<file path="src/rtl/qdac_pkg.sv">
package qdac_pkg;

    typedef enum logic [1:0] {
        PH_HUNT = 2'd0,
        PH_ADDR = 2'd1,
        PH_DATA = 2'd2,
        PH_GAP  = 2'd3
    } qdac_phase_e;

    localparam int GAP_EDGES = 2;

endpackage

</file>
<file path="src/rtl/qdac_sync.sv">
module qdac_sync #(
    parameter int W      = 3,
    parameter int STAGES = 2
) (
    input  logic         clk,
    input  logic         rst_n,
    input  logic [W-1:0] d_in,
    output logic [W-1:0] d_out
);
    logic [STAGES-1:0][W-1:0] pipe_d, pipe_q;

    always_comb begin
        pipe_d[0] = d_in;
        for (int s = 1; s < STAGES; s++) begin
            pipe_d[s] = pipe_q[s-1];
        end
    end

    always_ff @(posedge clk or negedge rst_n) begin
        if (!rst_n) pipe_q <= '0;
        else        pipe_q <= pipe_d;
    end

    assign d_out = pipe_q[STAGES-1];
endmodule

</file>
<file path="src/rtl/qdac_sel_filter.sv">
module qdac_sel_filter #(
    parameter int LEN = 4
) (
    input  logic clk,
    input  logic rst_n,
    input  logic sel_raw,
    output logic sel_ok
);
    localparam int CW_F = $clog2(LEN + 1);

    typedef struct packed {
        logic [CW_F-1:0] low_cnt;
        logic            ok;
    } filt_t;

    filt_t d, q;

    always_comb begin
        d = q;
        if (sel_raw) begin
            d.low_cnt = '0;
            d.ok      = 1'b1;
        end else if (q.low_cnt == CW_F'(LEN - 1)) begin
            d.ok      = 1'b0;
        end else begin
            d.low_cnt = q.low_cnt + 1'b1;
        end
    end

    always_ff @(posedge clk or negedge rst_n) begin
        if (!rst_n) q <= '0;
        else        q <= d;
    end

    assign sel_ok = q.ok;
endmodule

</file>
<file path="src/rtl/qdac_serial_port.sv">
module qdac_serial_port
    import qdac_pkg::*;
#(
    parameter  int NCH         = 4,
    parameter  int CW          = 8,
    parameter  int SYNC_STAGES = 2,
    parameter  int GLITCH_LEN  = 4,
    localparam int AW          = (NCH > 1) ? $clog2(NCH) : 1
) (
    input  logic              clk,
    input  logic              rst_n,
    input  logic              ser_clk,
    input  logic              ser_sel,
    input  logic              ser_din,
    input  logic [NCH*CW-1:0] stored_codes,
    output logic              ser_dout,
    output logic              ser_dout_en,
    output logic [NCH*CW-1:0] out_codes,
    output logic              frame_done,
    output logic [AW-1:0]     frame_addr,
    output logic [CW-1:0]     frame_data
);
    localparam int CNT_W = $clog2(CW + 1);

    typedef logic [NCH-1:0][CW-1:0] bank_t;

    typedef struct packed {
        qdac_phase_e      phase;
        logic [CNT_W-1:0] cnt;
        logic [AW-1:0]    addr;
        logic [CW-1:0]    shreg;
        logic             sclk_prev;
        bank_t            work;
        logic             done;
    } port_t;

    logic [2:0] sync_v;
    logic       sclk_s, sel_s, din_s, sel_ok, rise;
    logic [AW-1:0] a_nxt;
    port_t d, q;

    qdac_sync #(.W(3), .STAGES(SYNC_STAGES)) u_sync (
        .clk   (clk),
        .rst_n (rst_n),
        .d_in  ({ser_clk, ser_sel, ser_din}),
        .d_out (sync_v)
    );

    assign {sclk_s, sel_s, din_s} = sync_v;

    qdac_sel_filter #(.LEN(GLITCH_LEN)) u_filt (
        .clk     (clk),
        .rst_n   (rst_n),
        .sel_raw (sel_s),
        .sel_ok  (sel_ok)
    );

    assign rise = sclk_s & ~q.sclk_prev;

    always_comb begin
        d           = q;
        d.done      = 1'b0;
        d.sclk_prev = sclk_s;
        a_nxt       = q.addr;
        a_nxt[q.cnt[AW-1:0]] = din_s;
        if (!sel_ok) begin
            d.phase = PH_HUNT;
            d.cnt   = '0;
            d.work  = bank_t'(stored_codes);
        end else if (rise) begin
            unique case (q.phase)
                PH_HUNT: begin
                    if (din_s) begin
                        d.phase = PH_ADDR;
                        d.cnt   = '0;
                    end
                end
                PH_ADDR: begin
                    d.addr = a_nxt;
                    if (q.cnt == CNT_W'(AW - 1)) begin
                        d.phase = PH_DATA;
                        d.cnt   = '0;
                        d.shreg = q.work[a_nxt];
                    end else begin
                        d.cnt = q.cnt + 1'b1;
                    end
                end
                PH_DATA: begin
                    d.shreg = {din_s, q.shreg[CW-1:1]};
                    if (q.cnt == CNT_W'(CW - 1)) begin
                        d.work[q.addr] = d.shreg;
                        d.done         = 1'b1;
                        d.phase        = PH_GAP;
                        d.cnt          = '0;
                    end else begin
                        d.cnt = q.cnt + 1'b1;
                    end
                end
                PH_GAP: begin
                    if (q.cnt == CNT_W'(GAP_EDGES - 1)) begin
                        d.phase = PH_HUNT;
                        d.cnt   = '0;
                    end else begin
                        d.cnt = q.cnt + 1'b1;
                    end
                end
                default: d.phase = PH_HUNT;
            endcase
        end
    end

    always_ff @(posedge clk or negedge rst_n) begin
        if (!rst_n) q <= '0;
        else        q <= d;
    end

    assign ser_dout_en = sel_ok;
    assign ser_dout    = sel_ok & (q.phase == PH_DATA) & q.shreg[0];
    assign out_codes   = q.work;
    assign frame_done  = q.done;
    assign frame_addr  = q.addr;
    assign frame_data  = q.work[q.addr];
endmodule

</file>
<file path="config.mk">
export PLATFORM = sky130hd
export DESIGN_NAME = qdac_serial_port
export DESIGN_NICKNAME = d
export VERILOG_FILES = /design/src/rtl/qdac_pkg.sv /design/src/rtl/qdac_sync.sv /design/src/rtl/qdac_sel_filter.sv /design/src/rtl/qdac_serial_port.sv
export SDC_FILE = /design/constraint.sdc
export NUM_CORES = 1
export LEC_CHECK = 0
export CORE_MARGIN = 3
export CORE_UTILIZATION = 50
export DETAILED_ROUTE_END_ITERATION = 6
export PLACE_DENSITY = 0.91
export SLEW_MARGIN = 20
export SYNTH_ARGS = -nofsm -noshare
export SYNTH_HDL_FRONTEND = slang
export SYNTH_SLANG_ARGS = --single-unit
</file>
<file path="constraint.sdc">
create_clock -name clk -period 3.94 [get_ports clk]
set_clock_uncertainty 0.15 [all_clocks]
set_input_delay 0.591 -clock clk [delete_from_list [all_inputs] [get_ports clk]]
set_output_delay 0.591 -clock clk [all_outputs]
set_load 0.02 [all_outputs]
</file>
* After elaboration in Yosys (flattened, before gate mapping)
Cells that the tools add are included.
Widths: inputs -> output; s select.
** Storage, ports and cells
- Register bits after elaboration :: 60
- Input port bits :: 37
- Output and inout port bits :: 45
- Word-level logic and storage cells :: 80
** Cells by class
- Add/sub/neg operators :: 2
- Magnitude comparators :: 5
- Equal/unequal tests :: 15
- Mux-type cells :: 30
- Bitwise gates (word level) :: 4
- Reductions and logical operators :: 10
** Operators with widths (count)
- $mux 33 :: 3
- $bmux 8 s2 :: 2
- $bwmux 32 :: 1
- $mux 32 :: 1
- $mux 8 :: 4
- $pmux 6 s4 :: 1
- $demux 8 s2 :: 1
- $mux 16 :: 1
- $pmux 8 s2 :: 1
- $mux 4 :: 3
- $mux 6 :: 2
- $ne 3x3->1 const B :: 4
- $ne 2x2->1 const B :: 5
- $mux 2 :: 4
- $lt 2x3->1 const B :: 2
- $reduce_and 3->1 :: 2
- $reduce_and 5->1 :: 1
- $add 4x1->4 const B :: 1
- $eq 2x2->1 const B :: 2
- $eq 4x1->1 const B :: 1
- $eq 4x3->1 const B :: 1
- $ge 2x1->1 const B :: 2
- $reduce_and 4->1 :: 1
- $reduce_bool 2->1 :: 2
- other kinds (13) :: 18

* Longest topological paths before layout
- Word-level depth :: 11
- Depth in mapped cells :: 8
- Gate-level depth less buffers :: 7

* Cells and area by module
Synthesis repeated with hierarchy kept, for this count alone.
** Unflattened totals
- Cell total of the unflattened synthesis :: 307
- Area, all modules :: 3489.6 sq um
** Modules (own cells, without submodules)
- qdac_serial_port :: times used 1, cells an instance 286, area each 3154.3 sq um, seq. area each 1251.2 sq um
- qdac_sel_filter :: times used 1, cells an instance 15, area each 185.2 sq um, seq. area each 100.1 sq um
- qdac_sync :: times used 1, cells an instance 6, area each 150.1 sq um, seq. area each 150.1 sq um

* Worst setup path before layout
No wires, ideal clock.
- Kind :: reg2reg
- From :: reg q[44] in the netlist's numbering
- To :: reg q[38] in the netlist's numbering
- Library setup time :: 126 ps
- Arrival :: 1888 ps
- Required time :: 3664 ps
- Setup slack :: 1776 ps
- Cell stages (with the launch flop) :: 7
- Buffers on the path :: 0
- Clock period less this slack :: 2164 ps
- Cells stage by stage :: dfrtp_1 > inv_1 > ha_1 > mux2i_4 > mux4_1 > mux2i_1 > a21oi_1
** On the way
- Word-level cells in the longest chain between the ends :: 9
- Elaborated cells on any way between the ends :: 13
- Those cells by class :: order compare: 2; eq/ne: 2; mux: 7; reduce/logical: 2
** Ends and longest elaborated chain
- start, declared :: line qdac_serial_port.sv:40 : port_t d, q;
- start signal, assigned :: line qdac_serial_port.sv:113 : if (!rst_n) q <= '0;
- start signal, assigned :: line qdac_serial_port.sv:114 : else q <= d;
- $ge 2x1->1 (not written as such) / $lt 2x2->1 (equally long branches) :: line qdac_serial_port.sv:65 : a_nxt[q.cnt[AW-1:0]] = din_s;
- $logic_and 1x1->1 (not written as such) :: line qdac_serial_port.sv:65
- $mux 1 (not written as such) :: line qdac_serial_port.sv:65
- $demux 1 s1 :: line qdac_serial_port.sv:65
- $bwmux 2 :: line qdac_serial_port.sv:65
- $bmux 8 s2 :: line qdac_serial_port.sv:83 : d.shreg = q.work[a_nxt];
- $mux 8 (not written as such) :: line qdac_serial_port.sv:83
- $mux 8 :: line qdac_serial_port.sv:80 : if (q.cnt == CNT_W'(AW - 1)) begin
- $pmux 8 s2 :: line qdac_serial_port.sv:71 : unique case (q.phase)
Several ways; a longest one is shown, not always the timed one. The select of a mux whose other input is x is not followed.
A chain may end at the register's enable or synchronous reset.

* Worst setup path in the final report
- From :: reg q, in the netlist frame_addr[0]
- To :: out frame_data[4]
** On the way
- Word-level cells in the longest chain between the ends :: 2
** Ends and longest elaborated chain
- $bmux 8 s2 :: line qdac_serial_port.sv:122 : assign frame_data = q.work[q.addr];
- $mux 8 (not written as such) :: line qdac_serial_port.sv:122
- end, declared :: line qdac_serial_port.sv:21 : output logic [CW-1:0] frame_data
Every way passes these cells. The select of a mux whose other input is x is not followed.

==> results_dict.tcl <==
set metrics [dict create \
    crit_arrival_ns 2.46 \
    tns_ns 0 \
    clkPwrFrac 0.140 \
    setup_viol 0 \
    critPathMaxFanout 15 \
    yosysWarnings 0 \
    syn_area_per_cell_um2 11.9 \
    startpoint_type "flop" \
    fin_nets 393 \
    maxSlewViolCount 0 \
    critPathMaxStageDelay_ns 0.96 \
    crit_chain "mux4_2, clkdlybuf4s50_1" \
    post_cts_resize_count 0 \
    dpl-instance-area_um2 4150 \
    grt_pass1_wl_um 14400 \
    drcViolationCount 0 \
    wl_um 8850 \
    crit_family "flip-flops" \
    seq_area_frac_synth 0.427 \
    rows 29 \
    synth_nets 343 \
    chipWidth_um 89.8 \
    die_h_um 89.8 \
    clockBufferDepth 2 \
    pwr-share-comb 0.511 \
    relSlewSlack 0.265 \
    finalCritPeriodShare 0.812 \
    core_area_um2 6570 \
    stdcell_area_um2 4320 \
    cts_tree "built" \
    final_cell_mix "clkdlybuf4s50_1 (80), dfrtp_1 (60), nor2b_1 (34), a221o_1 (26), nor2_1 (18)" \
    clock.fmax_mhz 312 \
    synth_area_um2 3510 \
    grt_max_degree 44 \
    cp_data_required_time_ns 3.20 \
    grt_pass1_vias 2681 \
    p_leak_nw 1.81 \
    fillers 500 \
    postCtsSetupBuffers 0 \
    place_congestion 0.824 \
    io_buffers 81 \
    grt_setup_unrepaired "false" \
    synth_top_area_frac 0.427 \
    vdd_drop_max_uv 474 \
    insertion_delay_ns 0.34 \
    route.vias.total 2636 \
    ys_top_cells_by_area "dfrtp_1 (43%), mux4_2 (9.0%), buf_4 (7.5%)" \
    hold_buffers 0 \
    syn_inst 296 \
    io_pins 82 \
    p_per_area_nw_per_um2 793 \
    final_common_cell "clkdlybuf4s50_1" \
    die-area_um2 8070 \
    ys_ff_latch 60 \
    drt_first_pass_iters 4 \
    grt_util_all_layers 0.230 \
    drive_gt1_frac 0.140 \
    slowest_stage "dfrtp_1" \
    ys_types 39 \
    root_buffer "clkbuf_8" \
    cap_viol_max_count 0 \
    hold_class "flop to flop" \
    status "complete, no violations" \
    start_util 0.535 \
    p_int_mw 2.07 \
    drtAntennaViolNets 0 \
    tightest_slew_ns 1.07 \
    path_buf_inv 1 \
    area_delta_synth_final_pct 23.0 \
    switchingPower_mw 1.36 \
    p_sw_frac 0.396 \
    wl_per_cell_um 19.9 \
    viasPerCell 5.94 \
    grt_overflow_total 0 \
    worstSetupEndpointType "primary output" \
    dp_hpwl_um 6190 \
    clock_sinks 60 \
    clkTransAtPathRegs_ns 0.07 \
    pwr-share-seq 0.349 \
    antenna_found_initial 0 \
    drt_iter0_markers 213 \
    hold_violations 0 \
    crit_type "flop to primary output" \
    min_period_ns 3.20 \
    h-tree-depth 3 \
    antenna-diode-count 0 \
    synth_top_area_cell "dfrtp_1" \
    cts_buffers 9 \
]
area by class of cell:
type                    instances  area (um^2)  share of cell area
clock buffers                  12          145              0.0336
clock inverters                 4         25.0             0.00579
inverters                       7         26.3             0.00608
multi-input cells             184         1680               0.389
flip-flops and latches         60         1500               0.347
well taps                      93          116              0.0269
repair buffers                 84          828               0.192
Yosys cell counts:
| cell | number |
|---|---|
| a211o_1 | 1 |
| a21boi_2 | 3 |
| a21boi_4 | 1 |
| a21o_1 | 1 |
| a21o_2 | 1 |
| a21oi_1 | 9 |
| a221o_1 | 26 |
| a221o_2 | 6 |
| and2_1 | 10 |
| and3_1 | 4 |
| buf_2 | 5 |
| buf_4 | 35 |
| clkbuf_1 | 5 |
| dfrtp_1 | 60 |
| ha_1 | 10 |
| inv_1 | 7 |
| mux2i_1 | 12 |
| mux2i_4 | 1 |
| mux4_1 | 2 |
| mux4_2 | 14 |
| nand2_1 | 8 |
| nand3_1 | 2 |
| nand3b_1 | 1 |
| nand3b_4 | 1 |
| nand4_1 | 1 |
| nor2_1 | 18 |
| nor2_2 | 1 |
| nor2b_1 | 34 |
| nor3_1 | 1 |
| nor3_4 | 1 |
| nor3b_1 | 1 |
| nor3b_4 | 2 |
| nor4_1 | 1 |
| nor4b_1 | 1 |
| o211a_1 | 1 |
| o21ai_0 | 6 |
| o22ai_1 | 1 |
| o2bb2ai_1 | 1 |
| xor2_1 | 1 |
per-stage QoR:
stage	std cells	power, mW	utilization	hold WS [ns]	setup slack [ns]
after detailed placement	428	2.94	0.632	0.189	1.07
after CTS	444	3.43	0.658	0.204	0.669
after global routing	444	3.60	0.658	0.206	0.567
after global placement	428	2.87	0.632	0.184	1.07
after floorplan	296	2.41	-	0.145	1.78
final	444	3.43	0.658	0.201	0.739
power groups by stage:
stage / Combinational [mW] / Clock, mW / Sequential (mW)
after global placement: 1.70 / 0 / 1.18
after detailed placement: 1.74 / 0 / 1.20
after CTS: 1.76 / 0.485 / 1.19
final: 1.75 / 0.479 / 1.20
after global routing: 1.85 / 0.511 / 1.24
after floorplan: 1.37 / 0 / 1.04
final timing paths:
path                                  start         endpoint  slack, ns  cells past startpoint
min in group asynchronous             rst_n    out_codes[16]       0.25                      1
min                        u_sync.pipe_d[4]  u_sync.d_out[1]       0.20                      0
min reg2reg                u_sync.pipe_d[4]  u_sync.d_out[1]       0.20                      0
max reg2reg                   frame_addr[1]            q[35]       1.33                      4
max in group asynchronous             rst_n            q[49]       2.61                      2
max                           frame_addr[0]    frame_data[4]       0.74                      2
state kept, by name (all words and copies together), names as in the netlist:
| name | cells |
|---|---|
| frame_done | 1 |
| q | 15 |
| u_sync.d_out | 3 |
| u_filt.q | 3 |
| out_codes | 32 |
| u_sync.pipe_d | 3 |
| u_filt.sel_ok | 1 |
| frame_addr | 2 |
routing by layer:
| layer | part of all wire | GRT usage | vias to the layer above |
|---|---|---|---|
| met5 | 0 | 0 | - |
| met4 | 0.017 | 0.0958 | 0 |
| met3 | 0.086 | 0.0701 | 12 |
| met2 | 0.50 | 0.352 | 143 |
| met1 | 0.40 | 0.307 | 1322 |
| li1 | - | - | 1159 |
cell families (layout without fill, tap and decap cells):
logic type	Yosys count	count (layout)	synth area share
buffers and inverters	52	107	0.0947
AO/OA/AOI/OAI	57	57	0.144
XOR/XNOR	1	1	0.00249
flip-flops	60	60	0.427
multiplexers	29	29	0.145
adder cells (fa/ha/maj)	10	10	0.0356
AND/OR/NAND/NOR	87	87	0.151
Note: power is estimated with default switching activity, not from simulation.
